`src/rtl/spim_pkg.sv`:
```
package spim_pkg;
  localparam int ADDR_W = 6;
  localparam logic [ADDR_W-1:0] A_DATA  = 6'h00;
  localparam logic [ADDR_W-1:0] A_CTL1  = 6'h08;
  localparam logic [ADDR_W-1:0] A_CTL2  = 6'h10;
  localparam logic [ADDR_W-1:0] A_RXCNT = 6'h18;
  localparam logic [ADDR_W-1:0] A_IEN   = 6'h20;
  // control-2 bit positions
  localparam int C2_QRST = 7;
  localparam int C2_LOOP = 6;
  localparam int C2_CPOL = 5;
  localparam int C2_CPHA = 4;
  // interrupt register abort bit
  localparam int IEN_ABORT = 2;
endpackage

```
`src/rtl/spim_fifo.sv`:
```
module spim_fifo #(
  parameter int W     = 8,
  parameter int DEPTH = 32
) (
  input  logic         clk,
  input  logic         rst_n,
  input  logic         clr,
  input  logic         push,
  input  logic [W-1:0] din,
  input  logic         pop,
  output logic [W-1:0] dout,
  output logic         empty,
  output logic         full
);
  localparam int AW = $clog2(DEPTH);

  logic [W-1:0]  mem [DEPTH];
  logic [AW-1:0] wp_q, wp_d, rp_q, rp_d;
  logic [AW:0]   cnt_q, cnt_d;
  logic          do_push, do_pop;

  assign empty   = (cnt_q == '0);
  assign full    = (cnt_q == (AW+1)'(DEPTH));
  assign do_push = push & ~full & ~clr;
  assign do_pop  = pop & ~empty & ~clr;
  assign dout    = mem[rp_q];

  always_comb begin
    wp_d  = wp_q;
    rp_d  = rp_q;
    cnt_d = cnt_q;
    if (clr) begin
      wp_d  = '0;
      rp_d  = '0;
      cnt_d = '0;
    end else begin
      if (do_push) wp_d = (wp_q == AW'(DEPTH-1)) ? '0 : wp_q + 1'b1;
      if (do_pop)  rp_d = (rp_q == AW'(DEPTH-1)) ? '0 : rp_q + 1'b1;
      cnt_d = cnt_q + {{AW{1'b0}}, do_push} - {{AW{1'b0}}, do_pop};
    end
  end

  always_ff @(posedge clk or negedge rst_n) begin
    if (!rst_n) begin
      wp_q  <= '0;
      rp_q  <= '0;
      cnt_q <= '0;
    end else begin
      wp_q  <= wp_d;
      rp_q  <= rp_d;
      cnt_q <= cnt_d;
    end
  end

  always_ff @(posedge clk) begin
    if (do_push) mem[wp_q] <= din;
  end

  p_cnt_bound_r4: assert property (@(posedge clk) disable iff (!rst_n)
    cnt_q <= (AW+1)'(DEPTH));
  p_empty_pop_r6: assert property (@(posedge clk) disable iff (!rst_n)
    (pop && empty && !push && !clr) |=> $stable(cnt_q));
endmodule

```
`src/rtl/spim_shift.sv`:
```
module spim_shift #(
  parameter int BW = 8,
  parameter int HW = 3
) (
  input  logic          clk,
  input  logic          rst_n,
  input  logic          start,
  input  logic [BW-1:0] tx_byte,
  input  logic          cpol,
  input  logic          cpha,
  input  logic          loop,
  input  logic [HW-1:0] half,
  input  logic          miso,
  output logic          busy,
  output logic          done,
  output logic [BW-1:0] rx_byte,
  output logic          sclk,
  output logic          mosi
);
  localparam int EW = $clog2(2*BW);
  localparam logic [EW-1:0] LAST = EW'(2*BW-1);

  logic          busy_q, busy_d, done_q, done_d, sclk_q, sclk_d, cph_q, cph_d;
  logic [EW-1:0] edge_q, edge_d;
  logic [HW-1:0] div_q, div_d, half_q, half_d;
  logic [BW-1:0] tsr_q, tsr_d, rsr_q, rsr_d;
  logic          sin;

  assign sin     = loop ? tsr_q[BW-1] : miso;
  assign busy    = busy_q;
  assign done    = done_q;
  assign rx_byte = rsr_q;
  assign sclk    = sclk_q;
  assign mosi    = tsr_q[BW-1];

  always_comb begin
    busy_d = busy_q; done_d = 1'b0; sclk_d = sclk_q; cph_d = cph_q;
    edge_d = edge_q; div_d = div_q; half_d = half_q;
    tsr_d  = tsr_q;  rsr_d = rsr_q;
    if (!busy_q) begin
      sclk_d = cpol;
      if (start) begin
        busy_d = 1'b1;
        edge_d = '0;
        div_d  = '0;
        half_d = half;
        cph_d  = cpha;
        tsr_d  = tx_byte;
      end
    end else if (div_q == half_q - 1'b1) begin
      div_d  = '0;
      sclk_d = ~sclk_q;
      edge_d = edge_q + 1'b1;
      if (edge_q[0] == cph_q)  rsr_d = {rsr_q[BW-2:0], sin};
      else if (edge_q != '0)   tsr_d = {tsr_q[BW-2:0], 1'b0};
      if (edge_q == LAST) begin
        busy_d = 1'b0;
        done_d = 1'b1;
      end
    end else begin
      div_d = div_q + 1'b1;
    end
  end

  always_ff @(posedge clk or negedge rst_n) begin
    if (!rst_n) begin
      busy_q <= 1'b0; done_q <= 1'b0; sclk_q <= 1'b0; cph_q <= 1'b0;
      edge_q <= '0;   div_q  <= '0;   half_q <= '0;
      tsr_q  <= '0;   rsr_q  <= '0;
    end else begin
      busy_q <= busy_d; done_q <= done_d; sclk_q <= sclk_d; cph_q <= cph_d;
      edge_q <= edge_d; div_q  <= div_d;  half_q <= half_d;
      tsr_q  <= tsr_d;  rsr_q  <= rsr_d;
    end
  end

  p_byte_len_r3: assert property (@(posedge clk) disable iff (!rst_n)
    $fell(busy_q) |-> $past(edge_q) == LAST);
endmodule

```
`src/rtl/spi_regmaster.sv`:
```
module spi_regmaster
  import spim_pkg::*;
#(
  parameter int         FIFO_DEPTH = 32,
  parameter int         DIV_W      = 3,
  parameter logic [7:0] FILL       = 8'hFF
) (
  input  logic              clk,
  input  logic              rst_n,
  input  logic              bus_sel,
  input  logic              bus_wr,
  input  logic [ADDR_W-1:0] bus_addr,
  input  logic [7:0]        bus_wdata,
  output logic [7:0]        bus_rdata,
  output logic              irq,
  output logic              sclk,
  output logic              mosi,
  input  logic              miso,
  output logic              cs_n
);
  logic [2:0] c1_q, c1_d;
  logic [7:0] c2_q, c2_d, rxcnt_q, rxcnt_d;
  logic [3:0] ien_q, ien_d, flags;
  logic       abort_q, abort_d, job_q, job_d, irq_q, cs_n_q;
  logic       bus_wen, wr_data, rd_data, wr_bad;
  logic       tx_empty, tx_full, rx_empty, rx_full;
  logic [7:0] tx_dout, rx_dout, sh_rx;
  logic       sh_busy, sh_done, start_tx, start_rx, tx_pop, rx_push, qrst;
  logic [DIV_W-1:0] half;

  assign bus_wen = bus_sel & bus_wr;
  assign wr_data = bus_wen & (bus_addr == A_DATA);
  assign rd_data = bus_sel & ~bus_wr & (bus_addr == A_DATA);
  assign wr_bad  = wr_data & cs_n_q;
  assign qrst    = c2_q[C2_QRST];
  assign flags   = {tx_empty, tx_full, rx_empty, rx_full};
  assign half    = DIV_W'(c2_q[DIV_W-1:1]) + 1'b1;

  assign start_tx = ~sh_busy & ~sh_done & ~cs_n_q & ~qrst & ~abort_q & ~tx_empty;
  assign start_rx = ~sh_busy & ~sh_done & ~cs_n_q & ~qrst & tx_empty &
                    (rxcnt_q != 8'd0) & ~rx_full;
  assign tx_pop   = start_tx;
  assign rx_push  = sh_done & job_q;

  spim_fifo #(.W(8), .DEPTH(FIFO_DEPTH)) u_txq (
    .clk(clk), .rst_n(rst_n), .clr(qrst), .push(wr_data & ~cs_n_q),
    .din(bus_wdata), .pop(tx_pop), .dout(tx_dout), .empty(tx_empty), .full(tx_full));

  spim_fifo #(.W(8), .DEPTH(FIFO_DEPTH)) u_rxq (
    .clk(clk), .rst_n(rst_n), .clr(qrst), .push(rx_push), .din(sh_rx),
    .pop(rd_data), .dout(rx_dout), .empty(rx_empty), .full(rx_full));

  spim_shift #(.BW(8), .HW(DIV_W)) u_shift (
    .clk(clk), .rst_n(rst_n), .start(start_tx | start_rx),
    .tx_byte(start_tx ? tx_dout : FILL), .cpol(c2_q[C2_CPOL]), .cpha(c2_q[C2_CPHA]),
    .loop(c2_q[C2_LOOP]), .half(half), .miso(miso), .busy(sh_busy), .done(sh_done),
    .rx_byte(sh_rx), .sclk(sclk), .mosi(mosi));

  always_comb begin
    c1_d = c1_q; c2_d = c2_q; rxcnt_d = rxcnt_q; ien_d = ien_q;
    abort_d = abort_q; job_d = job_q;
    if (rx_push && rxcnt_q != 8'd0) rxcnt_d = rxcnt_q - 8'd1;
    if (start_tx)      job_d = 1'b0;
    else if (start_rx) job_d = 1'b1;
    if (wr_bad) abort_d = 1'b1;
    if (bus_wen) begin
      case (bus_addr)
        A_CTL1:  c1_d = bus_wdata[2:0];
        A_CTL2:  c2_d = bus_wdata;
        A_RXCNT: rxcnt_d = bus_wdata;
        A_IEN: begin
          ien_d = bus_wdata[7:4];
          if (bus_wdata[IEN_ABORT]) abort_d = 1'b0;
        end
        default: ;
      endcase
    end
  end

  always_comb begin
    case (bus_addr)
      A_DATA:  bus_rdata = rx_empty ? 8'h00 : rx_dout;
      A_CTL1:  bus_rdata = {flags, 1'b0, c1_q};
      A_CTL2:  bus_rdata = c2_q;
      A_RXCNT: bus_rdata = rxcnt_q;
      A_IEN:   bus_rdata = {ien_q, 1'b0, abort_q, 2'b00};
      default: bus_rdata = 8'h00;
    endcase
  end

  always_ff @(posedge clk or negedge rst_n) begin
    if (!rst_n) begin
      c1_q <= '0; c2_q <= '0; rxcnt_q <= '0; ien_q <= '0;
      abort_q <= 1'b0; job_q <= 1'b0; irq_q <= 1'b0; cs_n_q <= 1'b1;
    end else begin
      c1_q <= c1_d; c2_q <= c2_d; rxcnt_q <= rxcnt_d; ien_q <= ien_d;
      abort_q <= abort_d; job_q <= job_d;
      irq_q  <= |(flags & ien_q);
      cs_n_q <= ~(c1_q[0] & ~c1_q[1]);
    end
  end

  assign irq  = irq_q;
  assign cs_n = cs_n_q;

  p_irq_r10: assert property (@(posedge clk) disable iff (!rst_n)
    irq == $past(|({tx_empty, tx_full, rx_empty, rx_full} & ien_q)));
  p_rxcnt_r5: assert property (@(posedge clk) disable iff (!rst_n)
    (rx_push && rxcnt_q != 8'd0 && !(bus_wen && bus_addr == A_RXCNT))
      |=> rxcnt_q == $past(rxcnt_q) - 8'd1);
  p_abort_r11: assert property (@(posedge clk) disable iff (!rst_n)
    (abort_q && !(bus_wen && bus_addr == A_IEN && bus_wdata[IEN_ABORT])) |=> abort_q);
  p_txfull_r4: assert property (@(posedge clk) disable iff (!rst_n)
    (wr_data && tx_full && !tx_pop && !qrst) |=> tx_full);
endmodule

```
`config.mk`:
```
export PLATFORM = sky130hd
export DESIGN_NAME = spi_regmaster
export DESIGN_NICKNAME = d
export VERILOG_FILES = /design/src/rtl/spim_pkg.sv /design/src/rtl/spim_fifo.sv /design/src/rtl/spim_shift.sv /design/src/rtl/spi_regmaster.sv
export SDC_FILE = /design/constraint.sdc
export NUM_CORES = 1
export LEC_CHECK = 0
export CAP_MARGIN = 40
export CORE_MARGIN = 2
export CORE_UTILIZATION = 45
export DETAILED_ROUTE_END_ITERATION = 12
export HOLD_SLACK_MARGIN = 0.06
export PLACE_DENSITY = 0.69
export SYNTH_ARGS = -nofsm -noshare
export SYNTH_HDL_FRONTEND = slang
export SYNTH_SLANG_ARGS = --single-unit
export TNS_END_PERCENT = 30
```
`constraint.sdc`:
```
create_clock -name clk -period 6 [get_ports clk]
set_input_delay 0.9 -clock clk [delete_from_list [all_inputs] [get_ports clk]]
set_output_delay 0.9 -clock clk [all_outputs]
set_load 0.1 [all_outputs]
```
==> metrics.cfg, run 1 <==
[status]
status = finished clean

[layout]
stdcell_count = 2174
drive_gt1_frac = 0.213
utilization = 0.512
final_area_um2 = 28100
fin_nets = 1481
area_delta_synth_final_pct = 12.8
antenna_cells = 0

[global_routing]
grt_pass1_vias = 12973
antenna_found_initial = 0
grt_start_max_net_pins = 55
grt_overflow_total = 0
grt_pass1_wl_mm = 82.5
gr-usage-all-layers = 0.197

[route]
vias = 12791
drtAntennaViolNets = 0
post-route-drc-count = 0
dr.pass1.iters = 5
routed_via_density = 5.88
wl_per_cell_um = 25.4
wirelength_mm = 55.2
drtIter0Drc = 1345

[power_and_ir_drop]
power_per_cell_area_nw_per_um2 = 380
seq_power_share = 0.490
switchingPower_mw = 2.84
vdd_drop_max_v = 0.000288
p_leak_nw = 9.28
power.share.combinational = 0.183
p_clk_frac = 0.326
intPower_mw = 7.85
totalPowerFinal_mw = 10.7
swShare = 0.265

[timing]
final_max_slew_viol_count = 0
skew_ns = 0.0237
fmax_mhz = 224
hold_viol = 0
tightest_slew_ns = 0.889
setup_violations = 0
rsz0062_at_grt = no
fin_tns_setup_ns = 0
finalCritPeriodShare = 0.745
min_period_ns = 4.47
slew_headroom = 0.405

[cts]
clock-root-buffer = clkbuf_16
clk-insertion-delay-late_ns = 0.62
postCtsSetupBuffers = 0
clk_pin_slew_ns = 0.06
holdBufCountCts = 0
cts.htree.levels = 2
clock_sinks = 601
cts_max_path_buffers = 3
cts_tree = done
cts_resized = 0
cts_made_buffers = 57

[setup_path]
critPathKind = reg2out
crit_chain = buf_4 > mux4_2 > mux4_2 > a21oi_1 > o21ai_1 > buf_4
timing.rr.end = u_txq.cnt_q[5]
cp_max_fo = 26
slowest_stage = dfrtp_4
reg2reg_from = u_shift.busy
cp-start-kind = register
critPathRequiredTime_ns = 5.10
crit_path_end_kind = output port
cpPeakStageDelay_ns = 0.73
cp.arrival_ns = 3.57
reg2regPathDepth = 11
r2r_slack_ns = 2.44

[synth]
synth_common_cells = edfxtp_1 (512), mux4_2 (127), nor2_1 (114)
syn_nets = 1420
syn_area_um2 = 24900
synthTopCellsByArea = edfxtp_1 (62%), mux4_2 (11%), dfrtp_1 (8.8%)
syn_avg_cell_area_um2 = 18.3
synth_edf_count = 512
yosys.area_share.simple = 0.0494
synthXorXnorAreaFrac = 0.00794
yosysTopAreaCell = edfxtp_1
muxShareOfSynthArea = 0.160
yosysMostFrequentCell = edfxtp_1
synthArstFlopShare = 0.148
yosys.area_share.adder = 0.0212
yosysSeqAreaShare = 0.707
ys_seq_elements = 601
yosysTopAreaCellShare = 0.617
netlist_instances = 1360
yosysWarnings = 0
synth_top_family_by_area = multiplexers
ys.flop_type = edfxtp_1
synth-compound-area-share = 0.0355
ys_types = 67

[die]
start_util = 0.454
core_area_um2 = 54900
pin_count = 31
die_w_um = 239
die_area_um2 = 57200
die_h_um = 239
rows = 86

[hold_path]
min-delay-path-class = in2async

[placed_design]
dp.cells = 2066
hpwlAfterDp_mm = 35.5
dpl_cell_area_um2 = 26300
gp_congestion = 0.822
io_buffers = 30

[flow_run]
max_cap_violations = 0

[worst max path at each step]
stage,start,endpoint,slack [ns],cells past startpoint
floorplan,u_rxq.rp_q[1],bus_rdata[6],1.99,8
global placement,bus_addr[4],u_txq.mem[12][5],1.50,6
detailed placement,bus_addr[4],u_txq.mem[16][4],1.33,6
CTS,u_rxq.rp_q[0],bus_rdata[5],1.50,7
global route,u_rxq.rp_q[0],bus_rdata[6],1.36,6
finish,u_rxq.rp_q[0],bus_rdata[6],1.53,6
[worst max-delay path: cells and delay by family (launching register included)]
kind | cells | cell delay, ns
AOI/OAI and AO/OA | 2 | 0.46
buffers and inverters | 2 | 0.65
DFF | 1 | 0.73
muxes | 2 | 1.07
[registers in the layout (all words and copies together) (netlist names), 3 cells and up]
signal           cells
u_rxq.mem          256
u_txq.mem          256
c2_q                 8
rxcnt_q              8
u_shift.rx_byte      8
u_shift.tsr_q        8
u_rxq.cnt_q          6
u_txq.cnt_q          6
u_rxq.rp_q           5
u_rxq.wp_q           5
u_txq.rp_q           5
u_txq.wp_q           5
ien_q                4
u_shift.edge_q       4
c1_q                 3
u_shift.div_q        3
u_shift.half_q       3
[power groups by stage]
stage / Sequential, mW / Combinational [mW] / Clock, mW
2_1_floorplan: 5.30 / 1.26 / 0
3_3_place_gp: 5.47 / 1.58 / 0
3_5_place_dp: 5.33 / 1.97 / 0
4_1_cts: 5.25 / 1.98 / 3.55
5_1_grt: 5.28 / 2.13 / 3.73
6_report: 5.24 / 1.96 / 3.49
[layout by cell type, fill, tap and decap left out, types with 10 or more instances in the layout]
cell and n:
a21oi_1 35, buf_16 12, buf_4 28, clkbuf_1 12, clkbuf_16 59, clkdlybuf4s50_1 16, clkinv_2 12, dfrtp_1 84
edfxtp_1 512, ha_1 39, inv_1 43, mux2_1 11, mux2_2 30, mux2i_1 29, mux4_1 14, mux4_2 127
nand2_1 33, nand3_1 13, nor2_1 114, nor2b_1 13, nor3_1 12, o21ai_0 15, o21ai_1 14, o22ai_1 12
xnor2_1 10, xor2_1 10
[layer usage]
metal,track usage,vias to the layer above,share of wire
li1,-,5560,-
met1,0.278,6604,0.41
met2,0.309,514,0.47
met3,0.0385,113,0.080
met4,0.0695,0,0.033
met5,0,-,0
[through the flow]
stage                     hold slack (ns)  setup slack [ns]
after floorplan                     0.396              1.99
after global placement              0.420              1.50
after detailed placement            0.424              1.33
after CTS                           0.129              1.50
after global routing                0.151              1.36
final                               0.157              1.53
[logic make-up after synthesis]
kind of cell	after synthesis
flip-flops	601
AND/OR/NAND/NOR	246
multiplexers	211
AO/OA/AOI/OAI	133
buffers and inverters	107
adder cells (fa/ha/maj)	41
XOR/XNOR	21
[area by class of cell]
type	count	area (µm²)
multi-input combinational	652	6820
clock buffer	71	1520
inverter	44	165
fill	4365	26800
sequential	601	17600
timing repair buffer	65	796
tap	704	881
clock inverter	37	297
No activity file was read; power rests on OpenSTA's default activity.
==> inputs of run 2 (changes only) <==
clock period = 4.3 ns   (was 6 ns; I/O delays follow)
==> run 2 against run 1 <==
- global-route usage down 0.48 points
- flip-flop and latch count unchanged
- clock power up 45%
==> metrics.cfg, run 2 (synthesis results as in run 1) <==
[placed_design]
gp_congestion = 0.822  ; about the same
hpwlAfterDp_mm = 35.5  ; about the same
io_buffers = 30  ; unchanged
dpl_cell_area_um2 = 26900  ; +2.4%

[hold_path]
min-delay-path-class = in2async

[layout]
reg_top3 = u_rxq.mem: 256 flops, u_txq.mem: 256 flops
final-seq-area_um2 = 17600  ; unchanged
final_cell_mix = edfxtp_1 (512), mux4_2 (127), nor2_1 (114)
fillers = 4291  ; -1.7%
multiInputGateArea_um2 = 6820  ; unchanged
drive_gt1_frac = 0.240  ; +0.0274
area_delta_synth_final_pct = 15.6
fin_nets = 1541  ; +4.1%
antenna_cells = 0  ; unchanged
final_common_cell = edfxtp_1
utilization = 0.525  ; +0.0128
final_area_um2 = 28800  ; +2.5%

[power_and_ir_drop]
switchingPower_mw = 3.99  ; +41%
swShare = 0.262  ; -0.00324
p_clk_frac = 0.332  ; +0.006
intPower_mw = 11.2  ; +43%
power_per_cell_area_nw_per_um2 = 528  ; +39%
p_leak_nw = 9.67  ; +4.3%
vdd_drop_max_v = 0.000381  ; +32%
seq_power_share = 0.479  ; -0.011
power.share.combinational = 0.189  ; +0.006

[cts]
cts_resized = 0  ; unchanged
cts_made_buffers = 58  ; +1.8%
clk-insertion-delay-late_ns = 0.61  ; about the same
postCtsSetupBuffers = 0  ; unchanged
cts.htree.levels = 2  ; unchanged
clk_pin_slew_ns = 0.06  ; about the same
cts_max_path_buffers = 3  ; unchanged
clock_sinks = 601  ; unchanged
holdBufCountCts = 0  ; unchanged
clock-root-buffer = clkbuf_16
cts_tree = done

[die]
die_area_um2 = 57200  ; unchanged
rows = 86  ; unchanged
pin_count = 31  ; unchanged
start_util = 0.454  ; unchanged
die_h_um = 239  ; unchanged
core_area_um2 = 54900  ; unchanged
die_w_um = 239  ; unchanged

[route]
drtIter0Drc = 1083  ; -19%
wirelength_mm = 53.7  ; -2.8%
vias = 12885  ; +0.73%
wl_per_cell_um = 24.1  ; -5.3%
routed_via_density = 5.78  ; -1.8%
drtAntennaViolNets = 0  ; unchanged
post-route-drc-count = 0  ; unchanged
dr.pass1.iters = 5  ; unchanged

[setup_path]
critPathRequiredTime_ns = 3.65  ; -1.45 ns
cp.arrival_ns = 3.43  ; -0.14 ns
critPathKind = reg2out
cp_max_fo = 21  ; -19%
cp-start-kind = register
crit_path_end_kind = output port

[timing]
min_period_ns = 4.08
tightest_slew_ns = 0.875  ; -0.0133 ns
finalCritPeriodShare = 0.949
whs_ns = 0.122  ; -0.0350 ns
hold_viol = 0  ; unchanged
slew_headroom = 0.414  ; +0.00890
skew_ns = 0.0176  ; -0.00614 ns
final_max_slew_viol_count = 0  ; unchanged
rsz0062_at_grt = no
setup_violations = 0  ; unchanged
fmax_mhz = 245
fin_tns_setup_ns = 0  ; unchanged

[global_routing]
grt_pass1_vias = 13136  ; +1.3%
gr-usage-all-layers = 0.192  ; -0.00483
grt_overflow_total = 0  ; unchanged
grt_start_max_net_pins = 63  ; +15%
antenna_found_initial = 1  ; +1
grt_pass1_wl_mm = 81.4  ; -1.3%

[flow_run]
max_cap_violations = 0  ; unchanged

[status]
status = finished clean

run 2: cell count changes in the layout (fill, tap and decap cells not counted):
cell	change
buf_16	+1
buf_4	+46
clkbuf_16	-1
buf_12	+10
clkinv_8	+1
clkdlybuf4s50_1	+5
clkinv_1	+2
clkinv_4	-1
clkbuf_1	-4
clkinvlp_4	-3
bufinv_16	+4
buf_8	+2
buf_2	-5
run 2: worst paths after layout:
| path | start | slack, ns | cells past startpoint | to |
|---|---|---|---|---|
| min in group clk | c1_q[0] | 0.44 | 1 | cs_n |
| worst min-delay path | rst_n | 0.12 | 1 | irq |
| worst max register to register | u_txq.cnt_q[4] | 0.77 | 15 | u_txq.cnt_q[4] |
| worst min register to register | c1_q[0] | 0.44 | 1 | cs_n |
| max in group asynchronous | rst_n | 3.22 | 2 | u_rxq.rp_q[0] |
| worst max-delay path | u_rxq.rp_q[0] | 0.22 | 8 | bus_rdata[4] |
run 2: power groups by stage:
stage | clock network (mW) | registers, mW | logic [mW]
2_1_floorplan | 0 | 7.40 | 1.76
3_3_place_gp | 0 | 7.75 | 2.15
3_5_place_dp | 0 | 7.41 | 2.90
4_1_cts | 5.13 | 7.29 | 2.92
5_1_grt | 5.36 | 7.32 | 3.14
6_report | 5.05 | 7.28 | 2.88
run 2: metal layers:
metal	global-route usage	vias to the layer above	share of wire
li1	-	5663	-
met1	0.277	6669	0.44
met2	0.297	470	0.47
met3	0.0405	81	0.071
met4	0.0570	2	0.024
met5	0	-	0.00024
run 2: per-stage QoR:
| stage | total power, mW | worst slack [ns] | cells |
|---|---|---|---|
| global placement | 9.90 | 0.574 | 2105 |
| global route | 15.8 | 0.0549 | 2231 |
| floorplan | 9.16 | 0.546 | 1360 |
| detailed placement | 10.3 | 0.527 | 2125 |
| CTS | 15.3 | 0.126 | 2231 |
| finish | 15.2 | 0.221 | 2231 |
run 2: critical path, stage by stage (launching register included):
cell	delay [ns]
dfrtp_4	0.50
buf_4	0.25
buf_4	0.39
mux4_2	0.56
o22ai_1	0.30
nor3_1	0.13
a21oi_1	0.30
o21ai_1	0.18
buf_12	0.21
run 2: area by class of cell:
cell class                 count  share of cell area
clock inverter                40              0.0142
multi-input combinational    652               0.237
clock buffer                  66              0.0514
timing repair buffer         124              0.0494
inverter                      44             0.00574
sequential                   601               0.612
tap                          704              0.0306
==> inputs of run 3 (changes only) <==
CORE_MARGIN = 5   (was 2)
==> run 3 against run 2 <==
- design area did not move
- non-clock buffer count is 8 lower
- highest routed layer is now met4
- register-to-register slack got worse by 0.05 ns
- hold slack improved by 0.28 ns
- global-route usage down 1.5 points
- critical path depth down 1
- clock power increased by 2%
- first-iteration DRC count rose by 7.5%
==> metrics.cfg, run 3 (synthesis results as in run 1) <==
[cts]
cts_max_path_buffers = 3  ; unchanged
cts_tree = done
cts_made_buffers = 58  ; unchanged
clk_pin_slew_ns = 0.07  ; about the same
clk-insertion-delay-late_ns = 0.62  ; about the same
cts_resized = 0  ; unchanged
clock_sinks = 601  ; unchanged
cts.htree.levels = 2  ; unchanged
clock-root-buffer = clkbuf_16

[global_routing]
antenna_found_initial = 0  ; -1
grt_pass1_wl_mm = 81.8  ; +0.41%
gr-usage-all-layers = 0.177  ; -0.0152
grt_overflow_total = 0  ; unchanged
grt_start_max_net_pins = 59  ; -6.3%
grt_pass1_vias = 13229  ; +0.71%

[layout]
fillers = 4271  ; -0.47%
final_common_cell = edfxtp_1
final_cell_mix = edfxtp_1 (512), mux4_2 (127), nor2_1 (114)
area_delta_synth_final_pct = 15.6  ; unchanged
fin_nets = 1533  ; -0.52%
drive_gt1_frac = 0.240  ; about the same
antenna_cells = 0  ; unchanged
reg_top3 = u_rxq.mem: 256 flops, u_txq.mem: 256 flops

[timing]
whs_ns = 0.402  ; +0.281 ns
fin_tns_setup_ns = 0  ; unchanged
slew_headroom = 0.351  ; -0.0633
skew_ns = 0.0379  ; +0.0203 ns
min_period_ns = 4.04  ; -0.0396 ns
fmax_mhz = 248  ; +0.98%
rsz0062_at_grt = no
tightest_slew_ns = 0.970  ; +0.0947 ns
hold_viol = 0  ; unchanged
setup_violations = 0  ; unchanged
final_max_slew_viol_count = 0  ; unchanged
finalCritPeriodShare = 0.939  ; -0.00921

[die]
die_h_um = 245  ; +2.5%
core_area_um2 = 55000  ; +0.20%
die_area_um2 = 60100  ; +5.1%
start_util = 0.453  ; -0.000888
rows = 86  ; unchanged
pin_count = 31  ; unchanged
die_w_um = 245  ; +2.5%

[placed_design]
io_buffers = 30  ; unchanged
gp_congestion = 0.824  ; +0.24%
hpwlAfterDp_mm = 34.9  ; -1.8%

[setup_path]
crit_chain = buf_12 > mux4_2 > mux4_2 > and2_0 > o21ai_1 > o211ai_1 > buf_12
critPathTopFamily = multiplexers
cp_max_fo = 19  ; -9.5%
crit_path_end_kind = output port
critPathBufInv = 2  ; -1
cpPeakStageDelay_ns = 0.63  ; +0.07 ns
cp-start-kind = register
critPathKind = reg2out
slowest_stage = dfrtp_4
critPathRequiredTime_ns = 3.65  ; about the same
cp.arrival_ns = 3.39  ; -0.04 ns

[route]
wl_per_cell_um = 23.3  ; -3.1%
routed_via_density = 5.65  ; -2.1%
drtIter0Drc = 1164  ; +7.5%
drtAntennaViolNets = 0  ; unchanged
wirelength_mm = 52.9  ; -1.4%
vias = 12837  ; -0.37%
post-route-drc-count = 0  ; unchanged
dr.pass1.iters = 5  ; unchanged

[status]
status = finished clean

[power_and_ir_drop]
vdd_drop_max_v = 0.000356  ; -6.6%
power_per_cell_area_nw_per_um2 = 528  ; about the same
p_leak_nw = 9.64  ; -0.32%

[flow_run]
max_cap_violations = 0  ; unchanged

[hold_path]
min-delay-path-class = in2async

[run 3: cell type report]
type                    instances  area [µm²]  area share
clock buffers                  77        1620      0.0564
clock inverters                33         343      0.0119
inverters                      44         165     0.00574
multi-input cells             652        6820       0.237
flip-flops and latches        601       17600       0.612
well taps                     748         936      0.0325
repair buffers                116        1290      0.0449
[run 3: final timing paths]
| check | endpoint | cells past startpoint | slack [ns] | from |
|---|---|---|---|---|
| hold / removal | u_rxq.cnt_q[2] | 2 | 0.40 | rst_n |
| max in group asynchronous | u_rxq.rp_q[0] | 4 | 2.93 | rst_n |
| setup / recovery | bus_rdata[5] | 7 | 0.26 | u_rxq.rp_q[0] |
| hold reg to reg | cs_n | 1 | 0.43 | c1_q[0] |
| setup reg to reg | u_txq.cnt_q[4] | 15 | 0.72 | u_txq.cnt_q[4] |
| min in group clk | cs_n | 1 | 0.43 | c1_q[0] |
[run 3: what timing repair did]
action / CTS / global route
hold endpoints to repair: 8 / 0
buffers inserted: 0 / 0
hold buffers: 1 / 0
[run 3: routing by layer]
metal,vias up,GRT usage,wire length (µm)
li1,5649,-,-
met1,6691,0.258,23200
met2,430,0.282,25400
met3,67,0.0341,3500
met4,0,0.0371,864
met5,-,0,0
[run 3: report_power, final]
part	total (mW)	switching, mW	internal (mW)
clock	5.17	2.19	2.98
sequential	7.27	0.366	6.91
combinational	2.77	1.42	1.35
[run 3: per-stage QoR]
step	utilization	std cells	power (mW)	worst slack, ns	cell area [µm²]
global route	0.524	2271	15.8	0.122	28800
CTS	0.524	2270	15.3	0.221	28800
detailed placement	0.488	2159	10.2	0.640	26800
global placement	0.482	2143	9.89	0.684	26500
finish	0.524	2271	15.2	0.260	28800
floorplan	-	1360	9.16	0.546	24900
